===== src/rtl/pwm_quad_pkg.sv =====
package pwm_quad_pkg;
  localparam int FIELD_W = 16;
  localparam int BIT_UPD = 30;
  localparam int BIT_EN  = 31;
  localparam logic [FIELD_W-1:0] PRE_IDLE = '0;
  localparam logic [FIELD_W-1:0] DIV_IDLE = FIELD_W'(1);

  typedef struct packed {
    logic [FIELD_W-1:0] pre;
    logic [FIELD_W-1:0] div;
    logic [FIELD_W-1:0] hi;
  } pwm_cfg_t;
endpackage


===== src/rtl/pwm_quad_regs.sv =====
module pwm_quad_regs
  import pwm_quad_pkg::*;
(
  input  logic        clk,
  input  logic        rst_n,
  input  logic        wr_lo,
  input  logic        wr_hi,
  input  logic [31:0] wdata,
  input  logic        commit,
  input  logic        stop_done,
  output pwm_cfg_t    stg,
  output logic        en,
  output logic        upd,
  output logic [31:0] rd_lo,
  output logic [31:0] rd_hi
);
  always_ff @(posedge clk) begin
    if (!rst_n) begin
      stg.pre <= PRE_IDLE;
      stg.div <= DIV_IDLE;
      stg.hi  <= '0;
      en      <= 1'b0;
      upd     <= 1'b0;
    end else begin
      if (wr_lo) begin
        stg.div <= wdata[FIELD_W-1:0];
        stg.hi  <= wdata[16 +: FIELD_W];
      end else if (stop_done) begin
        stg.div <= DIV_IDLE;
      end
      if (wr_hi) begin
        stg.pre <= wdata[FIELD_W-1:0];
        en      <= wdata[BIT_EN];
      end else if (stop_done) begin
        stg.pre <= PRE_IDLE;
      end
      if (wr_hi && wdata[BIT_UPD]) upd <= 1'b1;
      else if (commit)             upd <= 1'b0;
    end
  end

  always_comb begin
    rd_lo = '0;
    rd_lo[FIELD_W-1:0]   = stg.div;
    rd_lo[16 +: FIELD_W] = stg.hi;
    rd_hi = '0;
    rd_hi[FIELD_W-1:0] = stg.pre;
    rd_hi[BIT_UPD]     = upd;
    rd_hi[BIT_EN]      = en;
  end

  AST_UPD_SELF_CLEAR: assert property (@(posedge clk) disable iff (!rst_n)
    (commit && !(wr_hi && wdata[BIT_UPD])) |=> !upd);
  AST_STOP_DEFAULTS: assert property (@(posedge clk) disable iff (!rst_n)
    (stop_done && !wr_lo && !wr_hi) |=> (stg.pre == PRE_IDLE && stg.div == DIV_IDLE));
endmodule


===== src/rtl/pwm_quad_core.sv =====
module pwm_quad_core
  import pwm_quad_pkg::*;
(
  input  logic     clk,
  input  logic     rst_n,
  input  logic     en,
  input  logic     upd,
  input  pwm_cfg_t stg,
  output logic     commit,
  output logic     stop_done,
  output logic     pwm_o
);
  pwm_cfg_t           act;
  logic               running;
  logic [FIELD_W-1:0] pre_cnt;
  logic [FIELD_W-1:0] div_cnt;
  logic               period_end;
  logic               start;

  assign period_end = running && (pre_cnt == act.pre) && (div_cnt == act.div);
  assign start      = !running && en;
  assign commit     = upd && en && (start || period_end);
  assign stop_done  = period_end && !en;
  assign pwm_o      = running && (div_cnt < act.hi);

  always_ff @(posedge clk) begin
    if (!rst_n) begin
      running <= 1'b0;
      pre_cnt <= '0;
      div_cnt <= '0;
      act.pre <= PRE_IDLE;
      act.div <= DIV_IDLE;
      act.hi  <= '0;
    end else begin
      if (commit) act <= stg;
      if (start) begin
        running <= 1'b1;
        pre_cnt <= '0;
        div_cnt <= '0;
      end else if (period_end) begin
        pre_cnt <= '0;
        div_cnt <= '0;
        if (!en) running <= 1'b0;
      end else if (running) begin
        if (pre_cnt == act.pre) begin
          pre_cnt <= '0;
          div_cnt <= div_cnt + 1'b1;
        end else begin
          pre_cnt <= pre_cnt + 1'b1;
        end
      end
    end
  end

  AST_CNT_BOUND: assert property (@(posedge clk) disable iff (!rst_n)
    running |-> (pre_cnt <= act.pre && div_cnt <= act.div));
  AST_CFG_HOLD: assert property (@(posedge clk) disable iff (!rst_n)
    (running && !period_end) |=> $stable(act));
  AST_STOP_AT_END: assert property (@(posedge clk) disable iff (!rst_n)
    $fell(running) |-> $past(period_end));
  AST_FRESH_START: assert property (@(posedge clk) disable iff (!rst_n)
    $rose(running) |-> (pre_cnt == '0 && div_cnt == '0));
endmodule


===== src/rtl/pwm_quad.sv =====
module pwm_quad
  import pwm_quad_pkg::*;
#(
  parameter int NCH    = 4,
  parameter int ADDR_W = 6
) (
  input  logic              clk,
  input  logic              rst_n,
  input  logic [ADDR_W-1:0] bus_addr,
  input  logic [31:0]       bus_wdata,
  input  logic              bus_wen,
  output logic [31:0]       bus_rdata,
  output logic [NCH-1:0]    pwm_out
);
  localparam int IDX_W = ADDR_W - 3;

  logic [IDX_W-1:0] idx;
  logic             hit;
  logic [31:0]      rd_lo [NCH];
  logic [31:0]      rd_hi [NCH];

  assign idx = bus_addr[ADDR_W-1:3];
  assign hit = (bus_addr[1:0] == 2'b00) &&
               ({{(32-IDX_W){1'b0}}, idx} < 32'(NCH));

  for (genvar gi = 0; gi < NCH; gi++) begin : g_ch
    logic     sel, commit, stop_done, en, upd;
    pwm_cfg_t stg;

    assign sel = bus_wen && hit && (idx == IDX_W'(gi));

    pwm_quad_regs u_regs (
      .clk       (clk),
      .rst_n     (rst_n),
      .wr_lo     (sel && !bus_addr[2]),
      .wr_hi     (sel && bus_addr[2]),
      .wdata     (bus_wdata),
      .commit    (commit),
      .stop_done (stop_done),
      .stg       (stg),
      .en        (en),
      .upd       (upd),
      .rd_lo     (rd_lo[gi]),
      .rd_hi     (rd_hi[gi])
    );

    pwm_quad_core u_core (
      .clk       (clk),
      .rst_n     (rst_n),
      .en        (en),
      .upd       (upd),
      .stg       (stg),
      .commit    (commit),
      .stop_done (stop_done),
      .pwm_o     (pwm_out[gi])
    );
  end

  always_comb begin
    bus_rdata = '0;
    for (int i = 0; i < NCH; i++) begin
      if (hit && idx == IDX_W'(i)) bus_rdata = bus_addr[2] ? rd_hi[i] : rd_lo[i];
    end
  end
endmodule


===== config.mk =====
export PLATFORM = sky130hd
export DESIGN_NAME = pwm_quad
export DESIGN_NICKNAME = d
export VERILOG_FILES = /design/src/rtl/pwm_quad_pkg.sv /design/src/rtl/pwm_quad_regs.sv /design/src/rtl/pwm_quad_core.sv /design/src/rtl/pwm_quad.sv
export SDC_FILE = /design/constraint.sdc
export NUM_CORES = 1
export LEC_CHECK = 0
export ABC_AREA = 1
export ABC_CLOCK_PERIOD_IN_PS = 3200
export BUFFER_PORTS_ARGS = -buffer_cell sky130_fd_sc_hd__buf_2
export CORE_MARGIN = 1.5
export CORE_UTILIZATION = 39
export CTS_CLUSTER_DIAMETER = 60
export CTS_CLUSTER_SIZE = 12
export DETAILED_ROUTE_END_ITERATION = 8
export PLACE_DENSITY = 0.6
export SKIP_CTS_REPAIR_TIMING = 1
export SLEW_MARGIN = 10
export SYNTH_ARGS = -nofsm -noshare
export SYNTH_HDL_FRONTEND = slang
export SYNTH_SLANG_ARGS = --single-unit

===== constraint.sdc =====
create_clock -name clk -period 3.2 [get_ports clk]
set_input_delay 0.32 -clock clk [delete_from_list [all_inputs] [get_ports clk]]
set_output_delay 0.32 -clock clk [all_outputs]
set_load 0.02 [all_outputs]

Word-level counts from Yosys, hierarchy flattened
Index checks and enable logic that the tools add are counted.

Logic and storage cells: 214. Input bits: 41. Register bits after elaboration: 524.

Muxes and demuxes: 48. Reductions and logical operators: 93. $add $sub $neg: 8. Order comparisons: 5. Equal/unequal tests: 15. Bitwise gates (word level): 1.

Operators by type and width (number): 16-bit 2-to-1 mux (20); 32-bit 2-to-1 mux (8); 16-bit by 1-bit adder with 16-bit output, second input constant (8); 16-bit equality test (8); 16-bit less-than comparator (4); 1-bit logical AND (50); 2-bit nonzero test (16); 1-bit 2-to-1 mux (20); 2-bit AND reduction (8); 3-bit OR reduction (4); 1-bit logical NOT (9); 2-bit by 1-bit inequality test with 1-bit output, second input constant (4); 3-bit by 2-bit equality test with 1-bit output, second input constant (2); 1-bit logical OR (4); 3-bit by 1-bit equality test with 1-bit output, second input constant (1); 3-bit logical NOT (1); 3-bit less-than comparator, second input constant (1); 2-bit logical NOT (1); 1-bit inverter (1).

Longest topological paths before layout
Depth in word-level cells: 7. Mapped depth: 15. Mapped depth without buffers: 13.

Modules after synthesis
Synthesis repeated with hierarchy kept, for this count alone.

Cells, all modules: 4888. Area total of the unflattened synthesis: 30950.9 µm².

By module, submodules not included: pwm_quad_core at g_ch[0].u_core ... (instances 3, seq. area each 1621.6 µm², cells each 761, area each 4763.3 µm²); pwm_quad_regs (instances 4, seq. area each 1001.0 µm², cells each 285, area each 2268.4 µm²); pwm_quad_core at g_ch[3].u_core (instances 1, seq. area each 1621.6 µm², cells each 763, area each 4765.8 µm²); pwm_quad (instances 1, seq. area each 0.0 µm², cells each 702, area each 2821.5 µm²).

Worst setup path after synthesis
OpenSTA, ideal clock, no wires.

Kind: input -> output. Start point: input bus_addr[1]. End point: output bus_rdata[28]. Path slack: 1.001 ns. Stages: 6. Data arrival time: 1.879 ns. Cells stage by stage: nor3_4 > nand3_2 > inv_1 > clkbuf_1 > nand2_1 > a311oi_1.

Word-level cells in the longest chain between the ends: 7. Elaborated cells between the ends (all ways): 10. Classes of those cells: 4 x mux; 6 x reduce/logical.

RTL lines: start, declared (RTL line pwm_quad.sv:9) `input logic [ADDR_W-1:0] bus_addr,`; 2-bit logical NOT * (RTL line pwm_quad.sv:23) `assign hit = (bus_addr[1:0] == 2'b00) &&`; 1-bit logical AND * (RTL line pwm_quad.sv:23); 1-bit logical AND (RTL line pwm_quad.sv:62) `if (hit && idx == IDX_W'(i)) bus_rdata = bus_addr[2] ? rd_hi[i] : rd_lo[i];`; 32-bit 2-to-1 mux (3 in a row) (RTL line pwm_quad.sv:62); 32-bit 2-to-1 mux * (RTL line pwm_quad.sv:62); end, declared (RTL line pwm_quad.sv:12) `output logic [31:0] bus_rdata,`.

Mark *: on every way between the ends. The rest lies on a longest branch, timed or not.

Worst setup path in the final report
Start point: register g_ch[0].u_core.act[5] in the netlist's numbering. End point: output pwm_out[0].

Word-level cells in the longest chain between the ends: 2.

RTL lines: start, declared (RTL line pwm_quad_core.sv:13) `pwm_cfg_t act;`; start signal, assigned (RTL line pwm_quad_core.sv:35) `if (commit) act <= stg;`; 16-bit less-than comparator (RTL line pwm_quad_core.sv:24) `assign pwm_o = running && (div_cnt < act.hi);`; 1-bit logical AND (RTL line pwm_quad_core.sv:24); end, declared (RTL line pwm_quad.sv:13) `output logic [NCH-1:0] pwm_out`.

No other way between the ends.

==> summary.md <==
| Metric | Value |
|---|---|
| Detailed-router iteration count before antenna repair | `6` |
| GP Congestion | `0.950` |
| Wire length per cell | `16.8 microns` |
| Part of the Yosys area used for sequential elements | `0.382` |
| Chip width | `~270 microns` |
| GRT Overall Usage | `0.238` |
| Sw frac | `0.241` |
| CP max stage delay | `0.35 ns` |
| DRT antenna net count | `0` |
| WL final | `a little under 90 mm` |
| Fin crit share | `0.882` |
| Final Instance Area | `30100 sq um` |
| Failing checks | `negative hold slack` |
| DRT iter0 DRCs | `approximately 2400` |
| First-pass GRT wire length | `134 mm` |
| WP depth | `10` |
| Clk pin slew, worst setup/hold paths | `around 0.060 ns` |
| Post-detail-place hpwl | `62.7 mm` |
| Maxcap violations | `0` |
| Max layer used | `met4` |
| Post-Syn Area | `27500 sq um` |
| Rel. slew slack | `0.396` |
| Pleak | `12.0 nW` |
| Area after DPL | `28400 sq um` |
| Top cells by area, synth | `dfxtp_1 (38%), nand2_1 (15%), nor2_1 (9.2%), inv_1 (6.7%), nand3_1 (5.9%)` |
| Kind of critical path | `reg -> out` |
| Max Transition Viols Final | `0` |
| Worst IR drop on VDD | `383 uV` |
| Leading area contributor after synthesis | `dfxtp_1` |
| Most frequent cell after synthesis | `nand2_1` |
| Avg Inst Size Synth | `roughly 6.5 sq um` |
| WP data arrival | `2.50 ns` |
| Status | `finished, violations left` |
| H-tree depth | `2` |
| Ys flop type | `dfxtp_1` |
| Critical path cell sequence | `inv_1 > ha_1 > a21oi_1 > nor2_1 > a211oi_1 > nand2_1 > a21oi_1 > nor2_1 > nor2_1 > buf_2` |
| Final hold viol count | `1` |
| Top-area cell type share of the netlist area | `0.382` |
| EDFF count, synth | `0` |
| Crit path max-delay cell type | `dfxtp_1` |
| R2r setup slk | `slightly below 0.6 ns` |
| Dpl ws | `0.567 ns` |
| Critical path endpoint category | `output pin` |
| YS warnings | `0` |
| Worst Setup EP | `pwm_out[0]` |
| Metal1 wirelength | `40.1 mm` |
| Die H | `268 microns` |
| I/O pins | `77` |
| Vias per cell | `between 5 and 6` |
| Port Buffers | `76` |
| Routed met2 length | `36.0 mm` |
| Core region area | `69900 sq um` |
| Vias in the first global route | `23462` |
| Fmax | `0.354 GHz` |
| Initial antenna violation count | `2` |
| Logic pwr share | `0.035` |
| Layout Skew | `0.0394 ns` |
| Syn Nets | `4337` |
| Share of layout cells above drive strength 1 | `0.0619` |
| Startpoint Class | `flip-flop` |
| Worst Tran Pin Value | `between 0.9 and 1 ns` |
| Area Growth Syn to Fin | `9.62%` |
| Critical Path RT | `~2.9 ns` |
| CTS tree | `done` |
| P_sw | `3.23 mW` |
| Worst r2r path cells | `12` |
| Core Rows | `between 90 and 100` |
| Most frequent cells after synthesis | `nand2_1 (1092), nor2_1 (672), dfxtp_1 (524)` |
| Maximum clock path buffer count | `3` |
| Post-synth ARST share | `0` |
| Initial Util | `0.393` |
| Cell repeated most along the worst path | `nor2_1` |
| Clk root buf | `clkbuf_16` |
| Critical R2R Launch | `g_ch[3].u_core.pre_cnt[11]` |
| Crit path time final | `2.82 ns` |
| Pin count of the biggest net entering global routing | `96` |
| RSZ-0062 raised after global routing | `false` |
| Worst min path class | `in -> reg` |
| Unique masters post-synth | `45` |
| Clk_lat worst skew | `0.65 ns` |
| WP buf/inv | `2` |
| Pint | `10.2 mW` |
| Residual DRC | `0` |
| Min-delay src | `bus_wdata[17]` |
| Largest delay share family, worst path | `compound AO/OA/AOI/OAI gates` |
| Worst Setup SP | `g_ch[0].u_core.act[5]` |
| Die Footprint | `72000 sq um` |
| Routed vias | `26116` |
| Final setup margin | `0.377 ns` |
| Crit path max fanout | `2` |
| Seq cells post-synth | `524` |
| Power share of the sequential group | `0.489` |
| TritonCTS Buffers | `56` |
| Cell Pwr Density | `445 nW/um^2` |
| FF-to-FF End | `g_ch[3].u_core.pre_cnt[2]` |
| WHS | `-0.000495 ns` |
| Cells after synthesis | `4228` |
| Metal3 WL | `roughly 7.1 mm` |
| Fin nets | `4301` |
| Grt total ovfl | `0` |
| Final setup violation count | `0` |
| Sink Count | `around 520` |
| Total negative slack | `0 ns` |
| Clock power frac | `0.476` |
[area by class of cell]
class	count	area (sq um)
antenna	3	7.51
fill	7542	39800
timing repair buffer	123	757
sequential	524	10500
clock buffer	64	1480
multi-input combinational	2961	14000
clock inverter	16	220
tap	940	1180
inverter	526	1980
[power groups by stage]
stage / clock [mW] / sequential (mW) / combinational (mW)
after floorplan: 0 / 6.69 / 0.278
after global placement: 0 / 6.69 / 0.463
after detailed placement: 0 / 6.69 / 0.462
after CTS: 6.49 / 6.55 / 0.463
after global routing: 6.74 / 6.55 / 0.506
final: 6.37 / 6.55 / 0.474
[routing by layer]
| layer | up-vias | GRT usage |
|---|---|---|
| met2 | 831 | 0.354 |
| met3 | 162 | 0.0470 |
| met4 | 0 | 0.0938 |
| met5 | - | 0 |
| met1 | 11900 | 0.335 |
| li1 | 13223 | - |
[kinds of logic after synthesis]
group | count (synthesis) | synth area share
XOR/XNOR | 72 | 0.0230
AND/OR/NAND/NOR | 2297 | 0.352
buffers and inverters | 743 | 0.110
adder cells (fa/ha/maj) | 68 | 0.0310
flip-flops | 524 | 0.382
AO/OA/AOI/OAI | 524 | 0.103
[flip-flops by register name, indices dropped and copies added, names as in the netlist]
register / flops
g_ch.u_core.running: 4
g_ch.u_regs.rd_lo: 128
g_ch.u_regs.en: 4
g_ch.u_regs.upd: 4
g_ch.u_core.act: 192
g_ch.u_regs.rd_hi: 64
g_ch.u_core.div_cnt: 64
g_ch.u_core.pre_cnt: 64
[cells in the final DEF, fill, tap and decap left out, types with 47 or more instances in the layout]
cell type	synthesis	final
nand2_1	1092	1092
nor2_1	672	672
dfxtp_1	524	524
inv_1	487	487
nand3_1	323	323
a21oi_1	278	278
o21ai_0	166	166
nand3b_1	90	90
buf_2	55	74
xor2_1	70	70
ha_1	68	68
clkbuf_16	0	56
nor3_1	52	52
buf_4	20	47
[stage by stage]
stage	instances	total power [mW]	utilization
after floorplan	4228	6.97	-
after global placement	5074	7.16	0.406
after detailed placement	5074	7.16	0.406
after CTS	5154	13.5	0.430
after global routing	5154	13.8	0.430
final	5157	13.4	0.430
[worst min-delay path by stage]
stage	slack [ns]	depth (start not counted)	endpoint
global route	0.03	3	g_ch[2].u_regs.rd_lo[27]
detailed placement	0.46	2	g_ch[0].u_core.act[14]
CTS	-0.04	3	g_ch[2].u_regs.rd_lo[17]
finish	-0.0005	3	g_ch[2].u_regs.rd_lo[17]
global placement	0.45	2	g_ch[0].u_core.act[6]
floorplan	0.44	2	g_ch[2].u_core.act[10]
[worst register-to-register path, stage by stage, from the launching register on]
cell	delay [ns]
dfxtp_1	0.34
inv_1	0.09
nand2_1	0.05
nand2_1	0.11
nor2_1	0.07
nand2_1	0.09
nor2_1	0.06
nand3_1	0.09
buf_4	0.20
nor2_1	0.07
nor2_2	0.56
nand2_1	0.55
nor3_1	0.27
(Power assumes the default switching activity.)
